### config.mk
export PLATFORM = sky130hd
export DESIGN_NAME = pwrdn_mode_ctrl
export DESIGN_NICKNAME = d
export VERILOG_FILES = /design/src/rtl/pdm_pkg.sv /design/src/rtl/pdm_pin_sync.sv /design/src/rtl/pdm_wake_eval.sv /design/src/rtl/pdm_clk_gate.sv /design/src/rtl/pwrdn_mode_ctrl.sv
export SDC_FILE = /design/constraint.sdc
export NUM_CORES = 1
export LEC_CHECK = 0
export BUFFER_PORTS_ARGS = -buffer_cell sky130_fd_sc_hd__buf_2
export CAP_MARGIN = 10
export CORE_UTILIZATION = 32
export CTS_BUF_LIST = sky130_fd_sc_hd__clkbuf_16
export DETAILED_ROUTE_END_ITERATION = 12
export MAX_ROUTING_LAYER = met4
export PLACE_DENSITY = 0.85
export SLEW_MARGIN = 20
export SYNTH_ARGS = -nofsm -noshare
export SYNTH_HDL_FRONTEND = slang
export SYNTH_SLANG_ARGS = --single-unit
export TNS_END_PERCENT = 20
### constraint.sdc
create_clock -name clk -period 2.4 [get_ports clk]
set_input_delay 0.24 -clock clk [delete_from_list [all_inputs] [get_ports clk]]
set_output_delay 0.24 -clock clk [all_outputs]
set_load 0.01 [all_outputs]
### src/rtl/pdm_pkg.sv
package pdm_pkg;

    typedef enum logic [2:0] {
        MD_RESET   = 3'd0,
        MD_HIGH    = 3'd1,
        MD_DIV     = 3'd2,
        MD_SLEEP   = 3'd3,
        MD_ALLSTOP = 3'd4,
        MD_SWSTBY  = 3'd5,
        MD_HWSTBY  = 3'd6
    } pdm_mode_e;

    typedef struct packed {
        pdm_mode_e mode;
        logic      wake;
    } pdm_state_t;

    function automatic logic pdm_is_exec(input pdm_mode_e m);
        return (m == MD_HIGH) || (m == MD_DIV);
    endfunction

endpackage

### src/rtl/pdm_pin_sync.sv
module pdm_pin_sync #(
    parameter int          NUM_PINS = 2,
    parameter int          STAGES   = 2,
    parameter logic [NUM_PINS-1:0] RST_VAL = '1
) (
    input  logic                clk,
    input  logic                rst_n,
    input  logic [NUM_PINS-1:0] pin_async,
    output logic [NUM_PINS-1:0] pin_sync
);

    logic [NUM_PINS-1:0][STAGES-1:0] chain_d, chain_q;

    for (genvar p = 0; p < NUM_PINS; p++) begin : g_pin
        always_comb begin
            chain_d[p] = {chain_q[p][STAGES-2:0], pin_async[p]};
        end

        always_ff @(posedge clk or negedge rst_n) begin
            if (!rst_n) begin
                chain_q[p] <= {STAGES{RST_VAL[p]}};
            end else begin
                chain_q[p] <= chain_d[p];
            end
        end

        assign pin_sync[p] = chain_q[p][STAGES-1];
    end

endmodule

### src/rtl/pdm_wake_eval.sv
module pdm_wake_eval
    import pdm_pkg::*;
#(
    parameter int NUM_IRQ = 16
) (
    input  pdm_mode_e          mode,
    input  logic               nmi,
    input  logic [NUM_IRQ-1:0] irq,
    input  logic [NUM_IRQ-1:0] irq_wake_en,
    input  logic               tmr8_irq,
    input  logic               tmr8_stopped,
    input  logic               wdt_irq,
    input  logic               misc_irq,
    output logic               wake
);

    logic any_irq;
    logic en_irq;

    always_comb begin
        any_irq = |irq;
        en_irq  = |(irq & irq_wake_en);
        unique case (mode)
            MD_SLEEP:   wake = nmi | any_irq | tmr8_irq | wdt_irq | misc_irq;
            MD_ALLSTOP: wake = nmi | any_irq | wdt_irq | (tmr8_irq & ~tmr8_stopped);
            MD_SWSTBY:  wake = nmi | en_irq;
            default:    wake = 1'b0;
        endcase
    end

endmodule

### src/rtl/pdm_clk_gate.sv
module pdm_clk_gate
    import pdm_pkg::*;
#(
    parameter int NUM_MAIN = 16,
    parameter int NUM_EXT  = 16,
    parameter int TMR8_BIT = 0
) (
    input  pdm_mode_e           mode,
    input  logic [NUM_MAIN-1:0] mstop_main,
    input  logic [NUM_EXT-1:0]  mstop_ext,
    output logic                cpu_clk_en,
    output logic                osc_en,
    output logic                wdt_clk_en,
    output logic [NUM_MAIN-1:0] mod_en_main,
    output logic [NUM_EXT-1:0]  mod_en_ext
);

    logic run_mods;

    always_comb begin
        run_mods   = pdm_is_exec(mode) || (mode == MD_SLEEP);
        cpu_clk_en = pdm_is_exec(mode);
        osc_en     = !((mode == MD_SWSTBY) || (mode == MD_HWSTBY));
        wdt_clk_en = run_mods || (mode == MD_ALLSTOP);
        mod_en_ext = run_mods ? ~mstop_ext : '0;
    end

    for (genvar b = 0; b < NUM_MAIN; b++) begin : g_main
        if (b == TMR8_BIT) begin : g_tmr
            assign mod_en_main[b] = (run_mods || (mode == MD_ALLSTOP)) && !mstop_main[b];
        end else begin : g_other
            assign mod_en_main[b] = run_mods && !mstop_main[b];
        end
    end

endmodule

### src/rtl/pwrdn_mode_ctrl.sv
module pwrdn_mode_ctrl
    import pdm_pkg::*;
#(
    parameter int NUM_MAIN = 16,
    parameter int NUM_EXT  = 16,
    parameter int NUM_IRQ  = 16,
    parameter int CDIV_W   = 3
) (
    input  logic                clk,
    input  logic                rst_n,
    input  logic                stby_pin_n,
    input  logic                res_pin_n,
    input  logic                sleep_req,
    input  logic                stby_sel,
    input  logic [CDIV_W-1:0]   clk_div_sel,
    input  logic [NUM_MAIN-1:0] mstop_main,
    input  logic [NUM_EXT-1:0]  mstop_ext,
    input  logic                nmi,
    input  logic [NUM_IRQ-1:0]  irq,
    input  logic [NUM_IRQ-1:0]  irq_wake_en,
    input  logic                tmr8_irq,
    input  logic                wdt_irq,
    input  logic                misc_irq,
    output logic [2:0]          mode,
    output logic                cpu_clk_en,
    output logic [NUM_MAIN-1:0] mod_clk_en_main,
    output logic [NUM_EXT-1:0]  mod_clk_en_ext,
    output logic                wdt_clk_en,
    output logic                osc_en,
    output logic                wake_exc
);

    localparam int SYNC_STAGES = 2;
    localparam int TMR8_BIT    = 0;

    // index 1 = standby pin (idle high), index 0 = reset pin (asserted at reset)
    logic [1:0] pins_s;
    logic       stby_s;
    logic       res_s;

    pdm_pin_sync #(
        .NUM_PINS (2),
        .STAGES   (SYNC_STAGES),
        .RST_VAL  (2'b10)
    ) u_sync (
        .clk       (clk),
        .rst_n     (rst_n),
        .pin_async ({stby_pin_n, res_pin_n}),
        .pin_sync  (pins_s)
    );

    assign stby_s = pins_s[1];
    assign res_s  = pins_s[0];

    pdm_state_t cur_q, nxt_d;
    logic       wake_hit;
    logic       allstop_ok;
    pdm_mode_e  exec_mode;

    pdm_wake_eval #(
        .NUM_IRQ (NUM_IRQ)
    ) u_wake (
        .mode         (cur_q.mode),
        .nmi          (nmi),
        .irq          (irq),
        .irq_wake_en  (irq_wake_en),
        .tmr8_irq     (tmr8_irq),
        .tmr8_stopped (mstop_main[TMR8_BIT]),
        .wdt_irq      (wdt_irq),
        .misc_irq     (misc_irq),
        .wake         (wake_hit)
    );

    always_comb begin
        exec_mode  = (clk_div_sel == '0) ? MD_HIGH : MD_DIV;
        allstop_ok = (&mstop_ext) && (&mstop_main[NUM_MAIN-1:1]);
        nxt_d      = cur_q;
        nxt_d.wake = 1'b0;
        if (!stby_s) begin
            nxt_d.mode = MD_HWSTBY;
        end else if (cur_q.mode == MD_HWSTBY) begin
            nxt_d.mode = MD_RESET;
        end else if (!res_s) begin
            nxt_d.mode = MD_RESET;
        end else begin
            unique case (cur_q.mode)
                MD_RESET: nxt_d.mode = exec_mode;
                MD_HIGH, MD_DIV: begin
                    if (sleep_req) begin
                        if (stby_sel)        nxt_d.mode = MD_SWSTBY;
                        else if (allstop_ok) nxt_d.mode = MD_ALLSTOP;
                        else                 nxt_d.mode = MD_SLEEP;
                    end else begin
                        nxt_d.mode = exec_mode;
                    end
                end
                MD_SLEEP, MD_ALLSTOP, MD_SWSTBY: begin
                    if (wake_hit) begin
                        nxt_d.mode = exec_mode;
                        nxt_d.wake = 1'b1;
                    end
                end
                default: nxt_d.mode = MD_RESET;
            endcase
        end
    end

    always_ff @(posedge clk or negedge rst_n) begin
        if (!rst_n) begin
            cur_q.mode <= MD_RESET;
            cur_q.wake <= 1'b0;
        end else begin
            cur_q <= nxt_d;
        end
    end

    pdm_clk_gate #(
        .NUM_MAIN (NUM_MAIN),
        .NUM_EXT  (NUM_EXT),
        .TMR8_BIT (TMR8_BIT)
    ) u_gate (
        .mode        (cur_q.mode),
        .mstop_main  (mstop_main),
        .mstop_ext   (mstop_ext),
        .cpu_clk_en  (cpu_clk_en),
        .osc_en      (osc_en),
        .wdt_clk_en  (wdt_clk_en),
        .mod_en_main (mod_clk_en_main),
        .mod_en_ext  (mod_clk_en_ext)
    );

    assign mode     = cur_q.mode;
    assign wake_exc = cur_q.wake;

    AST_STBY_PRIO: assert property (@(posedge clk) disable iff (!rst_n)
        !stby_s |=> cur_q.mode == MD_HWSTBY);
    AST_HWSTBY_EXIT: assert property (@(posedge clk) disable iff (!rst_n)
        (stby_s && cur_q.mode == MD_HWSTBY) |=> cur_q.mode == MD_RESET);
    AST_RES_PRIO: assert property (@(posedge clk) disable iff (!rst_n)
        (stby_s && !res_s && cur_q.mode != MD_HWSTBY) |=> cur_q.mode == MD_RESET);
    AST_WAKE_ONE_CYCLE: assert property (@(posedge clk) disable iff (!rst_n)
        wake_exc |=> !wake_exc);
    AST_WAKE_TO_EXEC: assert property (@(posedge clk) disable iff (!rst_n)
        wake_exc |-> (mode == 3'd1 || mode == 3'd2));
    AST_SWSTBY_HOLD: assert property (@(posedge clk) disable iff (!rst_n)
        (stby_s && res_s && cur_q.mode == MD_SWSTBY && !nmi && !(|(irq & irq_wake_en)))
        |=> cur_q.mode == MD_SWSTBY);
    AST_OSC_CPU: assert property (@(posedge clk) disable iff (!rst_n)
        !osc_en |-> !cpu_clk_en);

endmodule

Word-level counts from Yosys, hierarchy flattened
Cells that the tools add are included.
W data, S select, Z words.
{ "totals": {"word_cells": 83, "register_bits": 8, "ram_bits": 0, "romBits": 0, "latch_bits": 0, "n_memories": 0, "out_inout_bits": 39} }
{ "op_classes": {"n_reduce_logical": 46, "multipliers": 0, "mux": 15, "bitwise_logic": 11, "n_lt_le_gt_ge": 0, "shift": 0, "eq_ne": 7, "div_mod_pow": 0, "n_addsub": 0} }
{ "ops": {"columns": ["op", "count"], "rows": [
  ["$reduce_or A16 Y1", 2],
  ["$mux W3", 6],
  ["$logic_and A1 B1 Y1", 17],
  ["$logic_not A1 Y1", 17],
  ["$and A16 B16 Y16", 1],
  ["$mux W16", 1],
  ["$not A16 Y16", 1],
  ["$reduce_and A16 Y1", 1],
  ["$reduce_and A15 Y1", 1],
  ["$eq A3 B3 Y1 const B", 3],
  ["$pmux W3 S3", 1],
  ["$or A1 B1 Y1", 7],
  ["$eq A3 B2 Y1 const B", 2],
  ["$logic_not A3 Y1", 2],
  ["$ne A5 B4 Y1 const B", 1],
  ["$logic_or A1 B1 Y1", 4],
  ["$mux W1", 4],
  ["$mux W4", 1],
  ["$eq A3 B1 Y1 const B", 1],
  ["$pmux W1 S3", 1],
  ["$reduce_or A3 Y1", 1],
  ["$mux W2", 1],
  ["$reduce_or A2 Y1", 1],
  ["$and A1 B1 Y1", 1],
  ["$not A1 Y1", 1]
]} }

Longest topological paths before layout
Gate-level depths: netlist of the first run.
{ "logic_depth": {"depth_word": 11, "ltp_mapped": 7, "depth_no_buf": 6} }

Cells and area by module
A second synthesis of the first run with hierarchy kept.
{ "hier_totals": {"hier_cells": 131, "area_unflattened_um2": 1014.7} }
{ "by_module_without_submodules": {"columns": ["mod", "instances", "seq_area_each_um2", "area_each_um2", "cells_each"], "rows": [
  ["pwrdn_mode_ctrl", 1, 100.1, 430.4, 58],
  ["pdm_clk_gate", 1, 0.0, 299.0, 42],
  ["pdm_wake_eval", 1, 0.0, 182.7, 27],
  ["pdm_pin_sync", 1, 102.6, 102.6, 4]
]} }

Worst setup path after synthesis of the first run
OpenSTA, ideal clock, no wires.
{ "synth_path": {"path_kind": "register to register", "start": "reg mode[1] (netlist name)", "end": "reg mode[2] (netlist name)", "required_ns": 2.314, "path_stages_with_launch": 8, "slack_ns": 0.763, "arrival_time_ns": 1.552, "path_cell_list": "dfrtp_1 > buf_2 > xor2_1 > and2b_1 > nand4_1 > a21o_1 > a32o_1 > a32oi_1"} }
{ "synth_via": {"elab_chain_cells": 6, "word_cells_on_any_way": 15, "cone_classes": "7 x eq/ne; 5 x mux; 3 x reduce/logical"} }
{ "synth_lines": {"columns": ["item", "line", "source"], "rows": [
  ["$eq A3 B3 Y1, or another cell as far along", "pdm_wake_eval.sv:23, pwrdn_mode_ctrl.sv:86", null],
  ["$reduce_or A3 Y1 / $reduce_or A2 Y1 (equally long branches)", "pwrdn_mode_ctrl.sv:86", "unique case (cur_q.mode)"],
  ["$pmux W3 S3", "pwrdn_mode_ctrl.sv:86", null],
  ["$mux W3", "pwrdn_mode_ctrl.sv:83", "end else if (!res_s) begin"],
  ["$mux W3", "pwrdn_mode_ctrl.sv:81", "end else if (cur_q.mode == MD_HWSTBY) begin"],
  ["$mux W3", "pwrdn_mode_ctrl.sv:79", "if (!stby_s) begin"]
]} }
Several ways; a longest one is shown, not always the timed one.
A chain may end at the register's enable or synchronous reset.

Worst setup path in the final report of the first run
{ "layout_path": {"start": "reg mode[1] (netlist name)", "end": "out mod_clk_en_main[15]"} }
{ "layout_via": {"elab_chain_cells": 4, "word_cells_on_any_way": 6, "cone_classes": "3 x eq/ne; 3 x reduce/logical"} }
{ "layout_lines": {"columns": ["item", "line", "source"], "rows": [
  ["$eq A3 B1 Y1 / $eq A3 B2 Y1 (equally long branches)", "pdm_pkg.sv:19", "return (m == MD_HIGH) || (m == MD_DIV);"],
  ["$logic_or A1 B1 Y1", "pdm_pkg.sv:19", null],
  ["$logic_or A1 B1 Y1 *", "pdm_clk_gate.sv:21", "run_mods = pdm_is_exec(mode) || (mode == MD_SLEEP);"],
  ["$logic_and A1 B1 Y1 *", "pdm_clk_gate.sv:32", "assign mod_en_main[b] = run_mods && !mstop_main[b];"],
  ["end: declaration", "pwrdn_mode_ctrl.sv:26", "output logic [NUM_MAIN-1:0] mod_clk_en_main,"]
]} }
Every way passes the cells marked *; elsewhere a longest branch is shown, timed or not.

==> implementation parameters, run 1 <==
Parameter                              Value

Timing
  Final Hold Fails    0
  Clock Skew    around 8.5 ps
  Worst slew pin tran    489 ps
  RSZ-0062 raised after global routing    no
  Shortest period the worst path allows    ~1900 ps
  Final period util    about four fifths
  Maximum clock frequency    ~530 MHz
  Final-report max-slew violation count    0
  Number of failing setup endpoints in the final timing report    0
  Remaining max-slew budget at the tightest pin    around two thirds
  Sum of negative setup slack    0 ps

GRT
  Largest net degree at the start of global routing    32
  Wire length of the first global-routing pass    4590 microns
  Number of global-route vias before repair    between 1000 and 1500
  Global Route Usage Sum    a little under a quarter
  Gr ovfl total    0
  Initial antenna violation count    0

Floorplan
  Initial core utilization    around a third
  Die boundary width    between 50 and 60 microns
  Overall die area    between 2000 and 3000 sq um
  Floorplan Core Area    ~2300 sq um
  Die Y-Extent    52.6 microns
  Site Rows    17
  Count of pins on the block boundary    about 120

Clock network
  Clock Pin Slew Worst Setup and Hold Paths    roughly 40 ps
  Number of buffers added by the clock tree synthesis step    3
  CTS tree    yes
  CTS max path bufs    2
  Post-CTS setup-driven buffer insertion count    0
  Clock Tree Root    sky130_fd_sc_hd__clkbuf_16
  Deepest level of the CTS H-tree    1
  Number of sinks handled by clock tree synthesis    8
  Worst-Skew Late Latency    240 ps

Worst setup path
  Data arrival, critical path    1660 ps
  Required arrival time at the worst endpoint    2160 ps
  Worst-path fanout max    31
  Worst reg2reg path depth    6
  Critical path startpoint category    register
  Critical Setup Path Class    reg2out
  Worst Setup End Kind    output pin

Detailed routing
  DRC violation count after routing    0
  Total via count in the routed design    1293
  Post-route antenna net violation count    0
  Via density per instance    ~5.0
  Drt first-iter violations    36
  Detailed-route wire length per cell    ~12 microns
  Post-Route WL    3180 microns
  Detailed Routing Iterations Pass 1    4

Cells and area
  Multi-input combinational cell area    584 sq um
  Sequential cell area    ~200 sq um
  Number of nets at the end of the flow    between 300 and 400
  P&R area growth vs syn    82.1%
  Post-layout instance area    roughly 1500 sq um
  Ratio of cells with drive above 1 in the final layout    54.6%
  Count of fill cells added during filler insertion    between 200 and 250
  Number of antenna repair diodes    0

Synthesis
  Total of warnings raised by yosys    0
  Yosys top cell area share    a little under a fifth
  Synth top area cells    sky130_fd_sc_hd__dfrtp_1 (18%), sky130_fd_sc_hd__nor2_1 (16%), sky130_fd_sc_hd__nand4_1 (9.2%)
  Post-Syn Instances    between 100 and 150
  Number of distinct library cell variants in the gate-level netlist after synthesis    35
  Top FF cell, synth    sky130_fd_sc_hd__dfrtp_1
  Sequential-to-total area share from yosys stat    24.8%
  Register bit count reported by yosys    8
  Share of synthesized registers carrying an async set or reset    100%
  Mean Syn Cell Area    roughly 7.1 sq um
  Number of flops mapped to enable cells by yosys    0
  Post-synthesis instance area    slightly above 800 sq um
  Total nets after synthesis    192
  Post-synth top area cell    sky130_fd_sc_hd__dfrtp_1

Placement
  Placed Area    about 1400 sq um
  Count of input and output buffers    115
  Detailed placer's ending HPWL    between 2000 and 3000 microns
  RD Place Congestion    0.869

Power
  Static Leak    approximately 0.81 nW
  Worst ir drop on vdd    729 uV
  Power density of the placed cells    493 nW/um^2

Hold path
  Worst hold path class    in2reg
  Number of instances on the worst hold path    1

Run
  Max_cap viols    0

Run status
  Outcome    finished, final reports clean
==> cell families after synthesis <==
family | count (synthesis) | synth area share [%]
simple gates | 77 | 47.1
compound gates | 20 | 21.1
flops | 8 | 24.8
buf+inv | 7 | 3.82
xor+xnor | 3 | 3.21
==> Yosys cell counts (2+ instances only) <==
cell,instances
sky130_fd_sc_hd__a21o_1,2
sky130_fd_sc_hd__a22oi_1,6
sky130_fd_sc_hd__and2_1,2
sky130_fd_sc_hd__and3_1,2
sky130_fd_sc_hd__clkbuf_1,3
sky130_fd_sc_hd__dfrtp_1,6
sky130_fd_sc_hd__dfstp_2,2
sky130_fd_sc_hd__nand2_1,6
sky130_fd_sc_hd__nand3_1,5
sky130_fd_sc_hd__nand4_1,12
sky130_fd_sc_hd__nor2_1,35
sky130_fd_sc_hd__nor2b_1,4
sky130_fd_sc_hd__nor3_1,2
sky130_fd_sc_hd__nor4_1,4
sky130_fd_sc_hd__nor4_2,2
sky130_fd_sc_hd__o211ai_1,2
sky130_fd_sc_hd__xor2_1,2
==> power by group <==
group / switching, W / internal (W) / leakage [nW]
clock: 0.0000709 / 0.000217 / 0.0423
combinational: 0.000152 / 0.000133 / 0.676
sequential: 0.0000160 / 0.000146 / 0.0953
==> layer usage <==
layer	global-route usage (%)	routed length, microns	vias up
met5	-	0	-
met4	2.63	8	0
met3	7.25	256	2
met2	38.2	1630	53
met1	27.3	1280	577
li1	-	-	661
==> layout make-up <==
cell class / count / area share, %
timing repair buffer: 116 / 39.3
multi-input combinational: 100 / 39.2
sequential: 8 / 13.6
clock buffer: 3 / 5.04
tap: 28 / 2.35
clock inverter: 1 / 0.252
inverter: 1 / 0.252
==> sequential cells by signal, summed over array words and instances (netlist names) <==
name,count
wake_exc,1
u_sync.pin_sync,2
u_sync.chain_d,2
mode,3
==> through the flow <==
| step | std cells | utilization [%] | setup WS (ps) | power [W] | hold slack [ps] |
|---|---|---|---|---|---|
| 2_1_floorplan | 115 | - | 763 | 0.000302 | -55.6 |
| 3_3_place_gp | 252 | 60.4 | 671 | 0.000443 | 87.6 |
| 3_5_place_dp | 252 | 60.4 | 635 | 0.000446 | 93.9 |
| 4_1_cts | 257 | 64.3 | 464 | 0.000742 | 107 |
| 5_1_grt | 257 | 64.3 | 349 | 0.000784 | 106 |
| 6_report | 257 | 64.3 | 496 | 0.000735 | 109 |
==> final timing paths <==
path / to / slack (ps) / from
worst max-delay path: mod_clk_en_main[15] / 500 / mode[1]
worst min-delay path: u_sync.chain_d[3] / 110 / stby_pin_n
worst max register to register: mode[2] / 700 / mode[2]
worst min register to register: u_sync.pin_sync[0] / 350 / u_sync.chain_d[1]
max in group asynchronous: u_sync.chain_d[3] / 1780 / rst_n
min in group asynchronous: wake_exc / 370 / rst_n
==> cell usage in the layout, fill, tap and decap left out, drive strengths merged, types with 2 or more instances in the layout <==
| cell type | instances |
|---|---|
| a21o | 2 |
| a22oi | 6 |
| and2 | 2 |
| and3 | 2 |
| buf | 115 |
| clkbuf | 3 |
| dfrtp | 6 |
| dfstp | 2 |
| inv | 2 |
| nand2 | 6 |
| nand3 | 5 |
| nand4 | 12 |
| nor2 | 35 |
| nor2b | 4 |
| nor3 | 2 |
| nor4 | 6 |
| o211ai | 2 |
| xor2 | 2 |
==> worst max-delay path, cell delays in order (launching register included) <==
cell	delay, ps
sky130_fd_sc_hd__dfrtp_1	490
sky130_fd_sc_hd__nor2_1	130
sky130_fd_sc_hd__or2_2	490
sky130_fd_sc_hd__nor2_1	160
sky130_fd_sc_hd__buf_2	140
==> what timing repair did <==
action / in CTS / in global routing
resized for setup: 0 / 0
endpoints found under the hold margin: 6 / 0
hold buffers: 1 / 0
Power figures use the tool's default switching activity.
==> run 2: changes to the inputs <==
Settings changed: CORE_UTILIZATION 32 to 30, PLACE_DENSITY 0.85 to 0.8.
Clock period 2.4 ns to 1.9 ns, I/O delays scaled along.
==> implementation parameters, run 2 (synthesized netlist as in run 1, its figures left out) <==
Parameter                              Value

Run status
  Outcome    finished, final reports clean

Floorplan
  Count of pins on the block boundary    116 (unchanged)
  Floorplan Core Area    2520 sq um (+8.8%)
  Die Y-Extent    54.2 microns (+3.1%)
  Die boundary width    54.2 microns (+3.1%)
  Site Rows    18 (+1)
  Initial core utilization    32.4% (-2.9 points)
  Overall die area    2940 sq um (+6.4%)

GRT
  Wire length of the first global-routing pass    4510 microns (-1.8%)
  Initial antenna violation count    0 (unchanged)
  Largest net degree at the start of global routing    32 (unchanged)
  Gr ovfl total    0 (unchanged)
  Global Route Usage Sum    21.8% (-0.96 points)
  Number of global-route vias before repair    1089 (+1.0%)

Timing
  Clock Skew    2.20 ps (-6.28 ps)
  Remaining max-slew budget at the tightest pin    68.7% (+1.3 points)
  Final worst-path setup slack    222 ps (-274 ps)
  Maximum clock frequency    roughly 600 MHz
  Final period util    88.3%
  Final Hold Fails    0 (unchanged)
  Sum of negative setup slack    0 ps (unchanged)
  Shortest period the worst path allows    roughly 1700 ps
  Worst slew pin tran    465 ps (-23.8 ps)
  Number of failing setup endpoints in the final timing report    0 (unchanged)
  RSZ-0062 raised after global routing    no
  Final-report max-slew violation count    0 (unchanged)

Cells and area
  Most common library cell in the layout ignoring fill and taps    sky130_fd_sc_hd__buf_2
  Flip-flop count of the largest register, all copies and words added    3 (unchanged)
  Ratio of cells with drive above 1 in the final layout    55.4% (+0.83 points)
  Final Non-Filler Cells    261 (+1.6%)
  Register containing the most flip-flops in the final layout    mode
  Commonest non-fill, non-tap cells in the layout    sky130_fd_sc_hd__buf_2 (115), sky130_fd_sc_hd__nor2_1 (35), sky130_fd_sc_hd__nand4_1 (12)
  Number of nets at the end of the flow    310 (+0.98%)
  Number of antenna repair diodes    0 (unchanged)
  Layout Utilization    60.0% (-4.3 points)
  Count of fill cells added during filler insertion    266 (+20%)
  P&R area growth vs syn    85.0%

Detailed routing
  Drt first-iter violations    38 (+5.6%)
  Post-route antenna net violation count    0 (unchanged)
  Via density per instance    5.09 (+1.1%)
  Total via count in the routed design    1328 (+2.7%)
  Detailed-route wire length per cell    12.4 microns (+0.61%)
  DRC violation count after routing    0 (unchanged)
  Post-Route WL    3250 microns (+2.2%)
  Detailed Routing Iterations Pass 1    4 (unchanged)

Clock network
  Worst-Skew Late Latency    230 ps (about the same)
  Deepest level of the CTS H-tree    1 (unchanged)
  Clock Pin Slew Worst Setup and Hold Paths    40 ps (about the same)
  Number of sinks handled by clock tree synthesis    8 (unchanged)
  Post-CTS setup-driven buffer insertion count    0 (unchanged)
  Number of buffers added by the clock tree synthesis step    3 (unchanged)
  CTS max path bufs    2 (unchanged)
  CTS tree    yes
  Clock Tree Root    sky130_fd_sc_hd__clkbuf_16

Power
  Switching component of the power    0.000303 W (+27%)
  Static Leak    0.824 nW (+1.2%)
  Cell-internal power    0.000636 W (+28%)
  Gate power share    40.8% (+2.0 points)
  Sw Ratio    32.2% (-0.28 points)
  Share of total power in sequential cells    21.2% (-0.8 points)
  Power density of the placed cells    620 nW/um^2 (+26%)
  Worst ir drop on vdd    566 uV (-22%)
  Fraction of power consumed by the clock network    38.0% (-1.2 points)

Worst setup path
  Critical Setup Path Class    reg2out
  Cell repeated most along the worst path    sky130_fd_sc_hd__nor2_1
  Cells traversed along the worst timing path    nor2_1 -> or2_4 -> nor2_1 -> buf_2
  Data arrival, critical path    1490 ps (-170 ps)
  Library cell contributing the largest single delay on the critical path    sky130_fd_sc_hd__dfrtp_1
  Largest stage delay on the critical path    450 ps (-40 ps)
  Required arrival time at the worst endpoint    1710 ps (-450 ps)
  Critical path startpoint category    register
  Worst Setup End Kind    output pin
  Worst-path fanout max    31 (unchanged)

Hold path
  Worst hold path class    in2reg

Placement
  Count of input and output buffers    115 (unchanged)
  Post-placement cell count    257 (+2.0%)
  Detailed placer's ending HPWL    2760 microns (+3.9%)
  Setup WS pre-CTS    115 ps (-520 ps)
  RD Place Congestion    0.818 (-5.9%)

Run
  Max_cap viols    0 (unchanged)
## run 2: cell types whose count changed in the layout (fill, tap and decap cells not counted), sizes merged
cell / change
buf: +3
inv: -1
## run 2: routing by layer
| metal | share of wire [%] | GRT usage [%] | vias to the layer above |
|---|---|---|---|
| met1 | 40 | 25.4 | 597 |
| li1 | - | - | 668 |
| met4 | 1.2 | 10.7 | 0 |
| met2 | 52 | 38.0 | 59 |
| met3 | 7.3 | 0.833 | 4 |
| met5 | 0 | - | - |
## run 2: stage by stage
step / power (W) / instance area (sq um) / hold WS [ps]
after global placement: 0.000574 / 1430 / 40.0
after CTS: 0.000941 / 1510 / 60.5
after global routing: 0.000992 / 1510 / 60.9
final: 0.000938 / 1510 / 59.2
after floorplan: 0.000381 / 818 / -106
after detailed placement: 0.000580 / 1430 / 40.7
## run 2: path summary, 6_finish.rpt
kind,cells after the start,slack (ps),endpoint,from
setup / recovery,4,220,mod_clk_en_ext[6],mode[0]
hold / removal,1,60,u_sync.chain_d[3],stby_pin_n
setup reg to reg,6,290,mode[2],mode[0]
hold reg to reg,0,350,u_sync.pin_sync[0],u_sync.chain_d[1]
max in group asynchronous,2,1340,u_sync.pin_sync[1],rst_n
min in group asynchronous,2,330,wake_exc,rst_n
## run 2: critical path, delay by kind of cell (launching register included)
kind	cells	cell delay, ps
and+or+nand+nor	3	640
DFF	1	450
buffers and inverters	1	150
## run 2: final cells by class
class | count | area (sq um) | share of cell area, %
Sequential cell | 8 | 203 | 13.4
Multi-Input combinational cell | 100 | 587 | 38.8
Tap cell | 30 | 37.5 | 2.48
Inverter | 1 | 3.75 | 0.248
Clock buffer | 3 | 75.1 | 4.96
Timing Repair Buffer | 119 | 608 | 40.2
## run 2: timing repair
action	CTS	global route
hold buffers	1	0
hold endpoints to repair	6	0
endpoints found under the setup margin	0	31
resized for setup	0	1
## run 2: power by group through the flow
stage | combinational, W | sequential, W | clock (W)
final | 0.000383 | 0.000199 | 0.000357
after global routing | 0.000424 | 0.000200 | 0.000368
after CTS | 0.000382 | 0.000198 | 0.000361
after detailed placement | 0.000379 | 0.000200 | 0
after global placement | 0.000375 | 0.000200 | 0
after floorplan | 0.000185 | 0.000196 | 0
==> run 3: changes to the inputs <==
Settings changed: RECOVER_POWER from default to 25.
==> implementation parameters, run 3 (synthesized netlist as in run 1, its figures left out) <==
Parameter                              Value

Power
  Sw Ratio    32.3% (about the same)
  Power density of the placed cells    620 nW/um^2 (+0.12%)
  Share of total power in sequential cells    21.2% (about the same)
  Total chip power    0.000938 W (about the same)
  Static Leak    0.817 nW (-0.86%)
  Worst ir drop on vdd    566 uV (about the same)
  Switching component of the power    0.000303 W (about the same)
  Gate power share    40.8% (about the same)
  Cell-internal power    0.000635 W (about the same)
  Fraction of power consumed by the clock network    38.0% (about the same)

Floorplan
  Count of pins on the block boundary    116 (unchanged)
  Die Y-Extent    54.2 microns (unchanged)
  Floorplan Core Area    2520 sq um (unchanged)
  Initial core utilization    32.4% (unchanged)
  Overall die area    2940 sq um (unchanged)
  Die boundary width    54.2 microns (unchanged)
  Site Rows    18 (unchanged)

Clock network
  Number of sinks handled by clock tree synthesis    8 (unchanged)
  Worst-Skew Late Latency    230 ps (about the same)
  CTS tree    yes
  Deepest level of the CTS H-tree    1 (unchanged)
  Clock Tree Root    sky130_fd_sc_hd__clkbuf_16
  Number of buffers added by the clock tree synthesis step    3 (unchanged)
  Clock Pin Slew Worst Setup and Hold Paths    40 ps (about the same)
  CTS max path bufs    2 (unchanged)

Timing
  Sum of negative setup slack    0 ps (unchanged)
  Number of failing setup endpoints in the final timing report    0 (unchanged)
  Remaining max-slew budget at the tightest pin    68.7% (unchanged)
  Clock Skew    2.16 ps (-0.0342 ps)
  Final-report max-slew violation count    0 (unchanged)
  Worst slew pin tran    465 ps (unchanged)
  Shortest period the worst path allows    1680 ps (-0.00600 ps)
  RSZ-0062 raised after global routing    no
  Maximum clock frequency    596 MHz (about the same)
  Final Hold Fails    0 (unchanged)
  Final period util    88.3% (about the same)

Detailed routing
  Detailed Routing Iterations Pass 1    4 (unchanged)
  DRC violation count after routing    0 (unchanged)
  Drt first-iter violations    38 (unchanged)
  Post-route antenna net violation count    0 (unchanged)
  Via density per instance    5.09 (unchanged)
  Total via count in the routed design    1328 (unchanged)
  Post-Route WL    3240 microns (about the same)
  Detailed-route wire length per cell    12.4 microns (about the same)

Placement
  Detailed placer's ending HPWL    2760 microns (unchanged)
  Count of input and output buffers    115 (unchanged)
  Post-placement cell count    257 (unchanged)
  RD Place Congestion    0.818 (unchanged)

Worst setup path
  Cell repeated most along the worst path    sky130_fd_sc_hd__nor2_1
  Worst-path fanout max    31 (unchanged)
  Critical Setup Path Class    reg2out
  Cells traversed along the worst timing path    nor2_1 -> or2_4 -> nor2_1 -> buf_2
  Required arrival time at the worst endpoint    1710 ps (about the same)
  Critical path startpoint category    register
  Worst Setup End Kind    output pin
  Largest stage delay on the critical path    450 ps (about the same)
  Kind of cell adding the most delay to the critical path    simple AND/OR/NAND/NOR gates
  Bufs and invs on worst path    1 (unchanged)
  Library cell contributing the largest single delay on the critical path    sky130_fd_sc_hd__dfrtp_1
  Data arrival, critical path    1490 ps (about the same)

Cells and area
  Commonest non-fill, non-tap cells in the layout    sky130_fd_sc_hd__buf_2 (113), sky130_fd_sc_hd__nor2_1 (35), sky130_fd_sc_hd__nand4_1 (12)
  Register containing the most flip-flops in the final layout    mode
  Number of antenna repair diodes    0 (unchanged)
  Multi-input combinational cell area    587 sq um (unchanged)
  Most common library cell in the layout ignoring fill and taps    sky130_fd_sc_hd__buf_2
  Sequential cell area    203 sq um (unchanged)
  Number of nets at the end of the flow    310 (unchanged)
  Count of fill cells added during filler insertion    268 (+0.75%)
  Final Non-Filler Cells    261 (unchanged)
  P&R area growth vs syn    84.7%
  Flip-flop count of the largest register, all copies and words added    3 (unchanged)
  Ratio of cells with drive above 1 in the final layout    54.5% (-0.87 points)

Run status
  Outcome    finished, final reports clean

GRT
  Number of global-route vias before repair    1089 (unchanged)
  Global Route Usage Sum    21.8% (unchanged)
  Gr ovfl total    0 (unchanged)
  Wire length of the first global-routing pass    4510 microns (unchanged)
  Largest net degree at the start of global routing    32 (unchanged)
  Initial antenna violation count    0 (unchanged)

Hold path
  Worst hold path class    in2reg

Run
  Max_cap viols    0 (unchanged)
[run 3: cell types whose count changed in the layout (fill, tap and decap cells not counted), sizes merged]
cell,before,now
buf,118,116
clkbuf,3,5
[run 3: area by class of cell]
class | count | share of cell area [%]
Clock buffer | 3 | 4.97
Sequential cell | 8 | 13.4
Inverter | 1 | 0.248
Multi-Input combinational cell | 100 | 38.8
Tap cell | 30 | 2.48
Timing Repair Buffer | 119 | 40.1
[run 3: layer usage]
layer | vias to the layer above | global-route usage [%] | share of wire (%)
li1 | 668 | - | -
met1 | 597 | 25.4 | 40
met2 | 59 | 38.0 | 52
met3 | 4 | 0.833 | 7.3
met4 | 0 | 10.7 | 1.2
met5 | - | - | 0
[run 3: metrics by stage]
stage | cell area, sq um | hold WS (ps) | utilization [%] | setup WS [ps]
after floorplan | 818 | -106 | - | 263
after global placement | 1430 | 40.0 | 56.5 | 215
after detailed placement | 1430 | 40.7 | 56.5 | 115
after CTS | 1510 | 60.5 | 59.9 | 71.8
after global routing | 1510 | 60.9 | 59.9 | 67.8
final | 1510 | 58.9 | 59.9 | 222
[run 3: worst paths after layout]
| kind | start | end | slack [ps] | cells after the start |
|---|---|---|---|---|
| worst max-delay path | mode[0] | mod_clk_en_ext[6] | 220 | 4 |
| worst min-delay path | stby_pin_n | u_sync.chain_d[3] | 60 | 1 |
| worst max register to register | mode[0] | mode[2] | 290 | 6 |
| worst min register to register | u_sync.chain_d[1] | u_sync.pin_sync[0] | 350 | 0 |
| max in group asynchronous | rst_n | u_sync.pin_sync[1] | 1170 | 2 |
| min in group asynchronous | rst_n | wake_exc | 400 | 2 |
[run 3: repair_timing]
action                                  CTS  global route
setup buffers                             0             0
hold buffers                              1             0
gates resized for setup                   0             1
endpoints found under the setup margin    0            31
endpoints found under the hold margin     6             0
[run 3: worst register-to-register path, stage by stage (launching register included)]
cell and delay, ps:
sky130_fd_sc_hd__dfrtp_1 470, sky130_fd_sc_hd__nor2b_1 210, sky130_fd_sc_hd__and2_1 180, sky130_fd_sc_hd__o41ai_2 70
sky130_fd_sc_hd__o211a_1 200, sky130_fd_sc_hd__a32o_1 270, sky130_fd_sc_hd__a32oi_1 130
[run 3: power by group through the flow]
stage | logic [W] | registers, W | clock network, W
floorplan | 0.000185 | 0.000196 | 0
global placement | 0.000375 | 0.000200 | 0
detailed placement | 0.000379 | 0.000200 | 0
CTS | 0.000382 | 0.000198 | 0.000361
global route | 0.000424 | 0.000200 | 0.000368
finish | 0.000382 | 0.000199 | 0.000357
